<file path="src/rtl/iqdm_pkg.sv">
package iqdm_pkg;
   typedef enum logic {
      PORTS_ONE = 1'b0,
      PORTS_TWO = 1'b1
   } port_mode_e;
endpackage

</file>
<file path="src/rtl/iqdm_clkgen.sv">
module iqdm_clkgen
   import iqdm_pkg::*;
(
   input  logic       clk,
   input  logic       rst,
   input  port_mode_e mode,
   output logic       strobe_o,
   output logic       port_clk_o,
   output logic       data_clk_o
);
   logic phase_q;
   logic chan_q;
   logic live_q;

   always_ff @(posedge clk) begin
      if (rst) begin
         phase_q <= 1'b0;
         chan_q  <= 1'b0;
         live_q  <= 1'b0;
      end else begin
         phase_q <= ~phase_q;
         live_q  <= 1'b1;
         if (!phase_q && mode == PORTS_ONE)
            chan_q <= ~chan_q;
      end
   end

   // sampling edge is the one where the word-rate phase goes 0 -> 1
   assign strobe_o   = ~phase_q;
   assign port_clk_o = (mode == PORTS_TWO) ? 1'b0 : phase_q;
   assign data_clk_o = (mode == PORTS_TWO) ? phase_q : chan_q;

   // steady toggle of the port clock while one-port mode holds
   a_r7_port_clk_toggles: assert property (@(posedge clk) disable iff (rst)
      (live_q && mode == PORTS_ONE && $past(mode) == PORTS_ONE)
         |-> (port_clk_o != $past(port_clk_o)));

   // data clock moves only right after a sampling edge
   a_r8_data_clk_on_strobe: assert property (@(posedge clk) disable iff (rst)
      (live_q && mode == PORTS_ONE && $past(mode) == PORTS_ONE
         && !$stable(data_clk_o)) |-> $past(strobe_o));
endmodule

</file>
<file path="src/rtl/iqdm_steer.sv">
module iqdm_steer
   import iqdm_pkg::*;
#(
   parameter int W          = 14,
   parameter bit SEL_I_HIGH = 1'b1
)(
   input  logic         clk,
   input  logic         rst,
   input  logic         strobe,
   input  port_mode_e   mode,
   input  logic         sel,
   input  logic [W-1:0] p1,
   input  logic [W-2:0] p2lo,
   output logic [W-1:0] i_o,
   output logic [W-1:0] q_o,
   output logic         pv_o
);
   logic         is_i;
   logic [W-1:0] pend_q;
   logic         seen_q;
   logic         live_q;

   generate
      if (SEL_I_HIGH) begin : g_pol_high
         assign is_i = sel;
      end else begin : g_pol_low
         assign is_i = ~sel;
      end
   endgenerate

   always_ff @(posedge clk) begin
      if (rst) begin
         pend_q <= '0;
         seen_q <= 1'b0;
         i_o    <= '0;
         q_o    <= '0;
         pv_o   <= 1'b0;
         live_q <= 1'b0;
      end else begin
         live_q <= 1'b1;
         pv_o   <= 1'b0;
         if (mode == PORTS_TWO)
            seen_q <= 1'b0;
         if (strobe) begin
            if (mode == PORTS_TWO) begin
               i_o  <= p1;
               q_o  <= {sel, p2lo};
               pv_o <= 1'b1;
            end else if (is_i) begin
               pend_q <= p1;
               seen_q <= 1'b1;
            end else if (seen_q) begin
               i_o    <= pend_q;
               q_o    <= p1;
               pv_o   <= 1'b1;
               seen_q <= 1'b0;
            end
         end
      end
   end

   // strobe is a single-cycle pulse
   a_r9_single_pulse: assert property (@(posedge clk) disable iff (rst)
      pv_o |=> !pv_o);

   // output words move only together with the strobe
   a_r9_words_need_strobe: assert property (@(posedge clk) disable iff (rst)
      (live_q && (!$stable(i_o) || !$stable(q_o))) |-> pv_o);

   // one-port pair closes on a Q-steered word taken from the shared bus
   a_r3_q_from_bus: assert property (@(posedge clk) disable iff (rst)
      (live_q && pv_o && $past(mode) == PORTS_ONE)
         |-> (q_o == $past(p1) && !$past(is_i)));

   // two-port pair takes both buses, steering line as Q MSB
   a_r6_two_port_word: assert property (@(posedge clk) disable iff (rst)
      (live_q && pv_o && $past(mode) == PORTS_TWO)
         |-> (i_o == $past(p1) && q_o == {$past(sel), $past(p2lo)}));
endmodule

</file>
<file path="src/rtl/iq_demux.sv">
module iq_demux
   import iqdm_pkg::*;
#(
   parameter int W          = 14,
   parameter bit SEL_I_HIGH = 1'b1
)(
   input  logic         clk,
   input  logic         rst,
   input  logic         two_port_i,
   input  logic         sel_msb_i,
   input  logic [W-1:0] p1_i,
   input  logic [W-2:0] p2_i,
   output logic [W-1:0] i_word_o,
   output logic [W-1:0] q_word_o,
   output logic         pair_valid_o,
   output logic         port_clk_o,
   output logic         data_clk_o
);
   localparam int P2W = W - 1;

   generate
      if (W < 2) begin : g_bad_width
         $error("iq_demux: W must be at least 2");
      end
      if (P2W + 1 != W) begin : g_bad_split
         $error("iq_demux: second bus split mismatch");
      end
   endgenerate

   port_mode_e mode;
   logic       strobe;

   assign mode = two_port_i ? PORTS_TWO : PORTS_ONE;

   iqdm_clkgen u_clk (
      .clk        (clk),
      .rst        (rst),
      .mode       (mode),
      .strobe_o   (strobe),
      .port_clk_o (port_clk_o),
      .data_clk_o (data_clk_o)
   );

   iqdm_steer #(
      .W          (W),
      .SEL_I_HIGH (SEL_I_HIGH)
   ) u_steer (
      .clk    (clk),
      .rst    (rst),
      .strobe (strobe),
      .mode   (mode),
      .sel    (sel_msb_i),
      .p1     (p1_i),
      .p2lo   (p2_i),
      .i_o    (i_word_o),
      .q_o    (q_word_o),
      .pv_o   (pair_valid_o)
   );
endmodule

</file>
<file path="config.mk">
export PLATFORM = sky130hd
export DESIGN_NAME = iq_demux
export DESIGN_NICKNAME = d
export VERILOG_FILES = /design/src/rtl/iqdm_pkg.sv /design/src/rtl/iqdm_clkgen.sv /design/src/rtl/iqdm_steer.sv /design/src/rtl/iq_demux.sv
export SDC_FILE = /design/constraint.sdc
export NUM_CORES = 1
export LEC_CHECK = 0
export CORE_MARGIN = 4
export CORE_UTILIZATION = 49
export CTS_BUF_LIST = sky130_fd_sc_hd__clkbuf_8
export CTS_CLUSTER_DIAMETER = 30
export CTS_CLUSTER_SIZE = 20
export DETAILED_ROUTE_END_ITERATION = 10
export GPL_TIMING_DRIVEN = 1
export PLACE_DENSITY = 0.87
export SLEW_MARGIN = 25
export SYNTH_ARGS = -nofsm -noshare
export SYNTH_HDL_FRONTEND = slang
export SYNTH_SLANG_ARGS = --single-unit
</file>
<file path="constraint.sdc">
create_clock -name clk -period 1.55 [get_ports clk]
set_clock_uncertainty 0.1 [all_clocks]
set_input_delay 0.31 -clock clk [delete_from_list [all_inputs] [get_ports clk]]
set_output_delay 0.31 -clock clk [all_outputs]
set_load 0.03 [all_outputs]
</file>
; ---- Word-level counts from Yosys, hierarchy flattened
; Cells that the tools add are included.
[totals]
regBits = 46
inputBits = 31
out_inout_bits = 31
[classes]
n_eq_ne = 1
n_mux = 17
bitwise_logic = 3
n_reduce_logical = 6
[op_table]
columns = cell, count
row1 = $mux W14, 6
row2 = $mux W1, 11
row3 = $reduce_and A3 Y1, 2
row4 = $not A1 Y1, 3
row5 = $ne A2 B1 Y1 const B, 1
row6 = $reduce_bool A2 Y1, 1
row7 = $reduce_or A2 Y1, 1
row8 = $logic_and A1 B1 Y1, 1
row9 = $logic_not A1 Y1, 1

; ---- Longest topological paths before layout
[logic_depth]
depth_word = 6
depth_mapped = 6
mapped_depth_nobuf = 3

; ---- Modules after synthesis
; A second synthesis with hierarchy kept.
[unflattened]
hier_cells = 232
area_unflattened_um2 = 2229.6
[by_module_without_submodules]
columns = mod, instances, cells_each, area_each_um2, seq_area_each_um2
row1 = iqdm_steer, 1, 223, 2150.8, 880.8
row2 = iqdm_clkgen, 1, 9, 78.8, 40.0

; ---- Worst setup path before layout
; Ideal clock, no wire load.
[synth_path]
path_kind = input to output
from = input port two_port_i
to = output port port_clk_o
t_arrival_ps = 1080
path_slack_ps = 60
path_stages = 3
cell_sequence = buf_6 > buf_4 > nor2b_1
[synth_between]
elab_chain_cells = 2
[synth_lines]
columns = element, line
row1 = start: declaration, iq_demux.sv:9  ; input logic two_port_i,
row2 = $mux W1, iq_demux.sv:33  ; assign mode = two_port_i ? PORTS_TWO : PORTS_ONE;
row3 = $mux W1, iqdm_clkgen.sv:30  ; assign port_clk_o = (mode == PORTS_TWO) ? 1'b0 : phase_q;
row4 = end: declaration, iq_demux.sv:16  ; output logic port_clk_o,
; Every way passes these cells.

; ---- Worst setup path in the final report
[layout_path]
from = register u_clk.phase_q
to = output port data_clk_o
[layout_between]
elab_chain_cells = 1
[layout_lines]
columns = element, line
row1 = start: declaration, iqdm_clkgen.sv:11  ; logic phase_q;
row2 = start signal: assignment, iqdm_clkgen.sv:21  ; phase_q <= ~phase_q;
row3 = $mux W1, iqdm_clkgen.sv:31  ; assign data_clk_o = (mode == PORTS_TWO) ? phase_q : chan_q;
row4 = end: declaration, iq_demux.sv:17  ; output logic data_clk_o
; Every way passes these cells.

==> metrics <==
area leader, netlist dfxtp_1; RR Endpoint u_steer.q_o[13]$_SDFFE_PP0P_; peak supply drop just under 0.6 mV; Psw 0.000717 W; critical path class reg2out; TritonCTS clock tree built; DP HPWL roughly 3.2 mm; register share of total power 0.433; count leader, synth dfxtp_1; final worst setup slack 0.0694 ns; pre-CTS setup slack -0.319 ns; via count roughly 1600; Reg2Reg Depth 4; share of the synthesized area in the top cell type 0.411; CTS buffer count 5; vias per cell around 4.9; asr flop ratio synth 0; H-tree depth reported by CTS 2; CTS Buffer Depth 2; WL final roughly 4.5 mm; number of global-route vias before repair between 1500 and 2000; Hold Crit Start rst; Final period util 0.955; share of post-route cells with drive strength above 1 0.209; internal power approximately 0.0022 W; Root Driver clkbuf_8; sink of the worst hold path u_steer.pend_q[5]$_SDFFE_PP0P_; PD cells about 970 mW/mm^2; largest cells by area after synthesis dfxtp_1 41%, mux2i_1 19%, mux2_2 10%, nor2b_1 8.1%, nor2_1 7.5%; leakage ~1.4 nW; Initial Utilization 0.511; Synth Cell Area about 0.0022 mm^2; gr usage total 0.169; FMAX 675 MHz; Final Instance Area between 0.003 and 0.004 mm^2; WP data required 1.14 ns; Yosys warning count 0; CP max FO 2; Slew Viols, Final 0; Comb pwr share 0.202; synth cell count leaders 46 x dfxtp_1, 45 x nor2_1, 42 x mux2i_1; Cell variety after synth 18; Sw Share 0.242; R2R Setup Slk about 0.069 ns; met2 GRT Util 0.277; Main synth FF type dfxtp_1; slew margin rel. 0.787; Sink Count 46; Post-synth EDFFs 0; die area approximately 0.0057 mm^2; first-pass GRT wire length approximately 7.4 mm; Syn Area/Cell between 10 and 15 um^2; met1 Use GR 0.207; post-synthesis net count 246; hold depth 3; Post-DRT Antenna Nets 0; final core area utilization 0.698; Max Cap Viol 0; initial detailed-routing violation count 57; Antenna Diode Count 0; DP Area roughly 0.0029 mm^2; Seq/Total Area, Yosys 0.411; status finished clean; register bit total from synthesis 46; final routed wire length divided by cell count between 10 and 15 um; gpl congestion 0.638; R2R Path Start u_steer.seen_q$_SDFF_PP0_; die height around 76 um; Layout area overhead 36.8%; Hold Vio Cnt, Final 0; worst min path class in2reg; largest net degree at the start of global routing 75; clock period minus worst slack roughly 1.5 ns; Net count, final roughly 310; Clock power frac 0.365; Slew @ Worst Pin 0.321 ns; clock latency on the worst-skew pair a little under 0.3 ns; Die W 75.6 um; row count 24; DRT Pass-1 Iters 4; Most Crowded Layer GR met2; final setup TNS 0 ns; global route overflow 0; Worst EP arrival 1.07 ns; CP Launch Type flop; routing usage on met3 0.0607; setup bufs post-CTS 0; initial antenna violation count 0; Post-Syn Instances between 200 and 250; Setup-failing EPs final 0; DRC viols 0; I/O Buffers 61; Core Area 0.00438 mm^2; Crit. End Element output pin; I/O pin count 62; RSZ-0062 raised after global routing false; Worst-path clk slew 0.08 ns
## registers in the layout, indices dropped and copies added (netlist names)
| name | flops |
|---|---|
| u_steer.i_o | 14 |
| u_steer.pv_o | 1 |
| u_steer.q_o | 14 |
| u_clk.phase_q | 1 |
| u_steer.pend_q | 14 |
| u_clk.chan_q | 1 |
| u_steer.seen_q | 1 |
## cell type report
| cell class | count | area [um^2] |
|---|---|---|
| tap | 52 | 65.1 |
| multi-input combinational | 152 | 1210 |
| sequential | 46 | 921 |
| fill | 348 | 1320 |
| clock inverter | 2 | 60.1 |
| timing repair buffer | 72 | 727 |
| clock buffer | 6 | 82.6 |
## worst max path at each step
stage | from | to | slack, ns | cells past startpoint
after global routing | u_steer.q_o[10]$_SDFFE_PP0P_ | q_word_o[10] | 0.01 | 1
after detailed placement | sel_msb_i | u_steer.q_o[3]$_SDFFE_PP0P_ | -0.32 | 5
after CTS | u_clk.phase_q$_SDFF_PP0_ | data_clk_o | -0.05 | 2
final | u_clk.phase_q$_SDFF_PP0_ | data_clk_o | 0.07 | 2
after global placement | sel_msb_i | u_steer.i_o[3]$_SDFFE_PP0P_ | -0.27 | 5
after floorplan | two_port_i | port_clk_o | 0.06 | 3
## worst max-delay path, stage by stage, from the launching register on
cell	delay, ns
dfxtp_1	0.32
mux2_2	0.28
buf_2	0.18
## metal layers
| metal | share of wire | wire length (um) |
|---|---|---|
| met1 | 0.43 | 1950 |
| met2 | 0.49 | 2230 |
| met3 | 0.067 | 304 |
| met4 | 0.0075 | 34 |
| met5 | 0 | 0 |
## power groups by stage
| stage | Sequential [W] | Combinational, W | Clock, W |
|---|---|---|---|
| 2_1_floorplan | 0.00140 | 0.000283 | 0 |
| 3_3_place_gp | 0.00131 | 0.000610 | 0 |
| 3_5_place_dp | 0.00131 | 0.000621 | 0 |
| 4_1_cts | 0.00128 | 0.000594 | 0.00111 |
| 5_1_grt | 0.00129 | 0.000647 | 0.00115 |
| 6_report | 0.00128 | 0.000599 | 0.00108 |
## cells in the final DEF, fill, tap and decap left out
master           instances
buf_12                   5
mux2_2                  20
nor3b_4                  1
dlymetal6s2s_1           1
or3_1                    1
dlygate4sd2_1           27
nor2b_4                  1
buf_4                    6
nor2b_2                  1
buf_2                    3
nor2_1                  45
bufinv_16                2
nor2b_1                 28
dfxtp_1                 46
buf_6                    2
mux2_4                   9
clkbuf_16                1
mux2i_1                 42
o21bai_4                 1
clkdlybuf4s50_1         27
clkbuf_8                 6
o21ai_0                  1
a21oi_1                  2
## timing repair
| action | 4_1_cts | 5_1_grt |
|---|---|---|
| cloned | 0 | 1 |
| pin swaps | 0 | 1 |
| hold buffers | 0 | 0 |
| setup endpoints to repair | 30 | 10 |
| resized for setup | 32 | 5 |
## cells by family after synthesis
logic type             share of synthesized area
AOI/OAI and AO/OA                         0.0151
buffers and inverters                     0.0559
DFF                                        0.411
muxes                                      0.349
and+or+nand+nor                            0.169
## through the flow
stage | power [W] | hold WS, ns | std cells
finish | 0.00296 | 0.386 | 330
global route | 0.00309 | 0.396 | 330
CTS | 0.00298 | 0.382 | 329
detailed placement | 0.00193 | 0.380 | 321
global placement | 0.00192 | 0.365 | 321
floorplan | 0.00168 | 0.346 | 215
No activity file was read; power rests on OpenSTA's default activity.
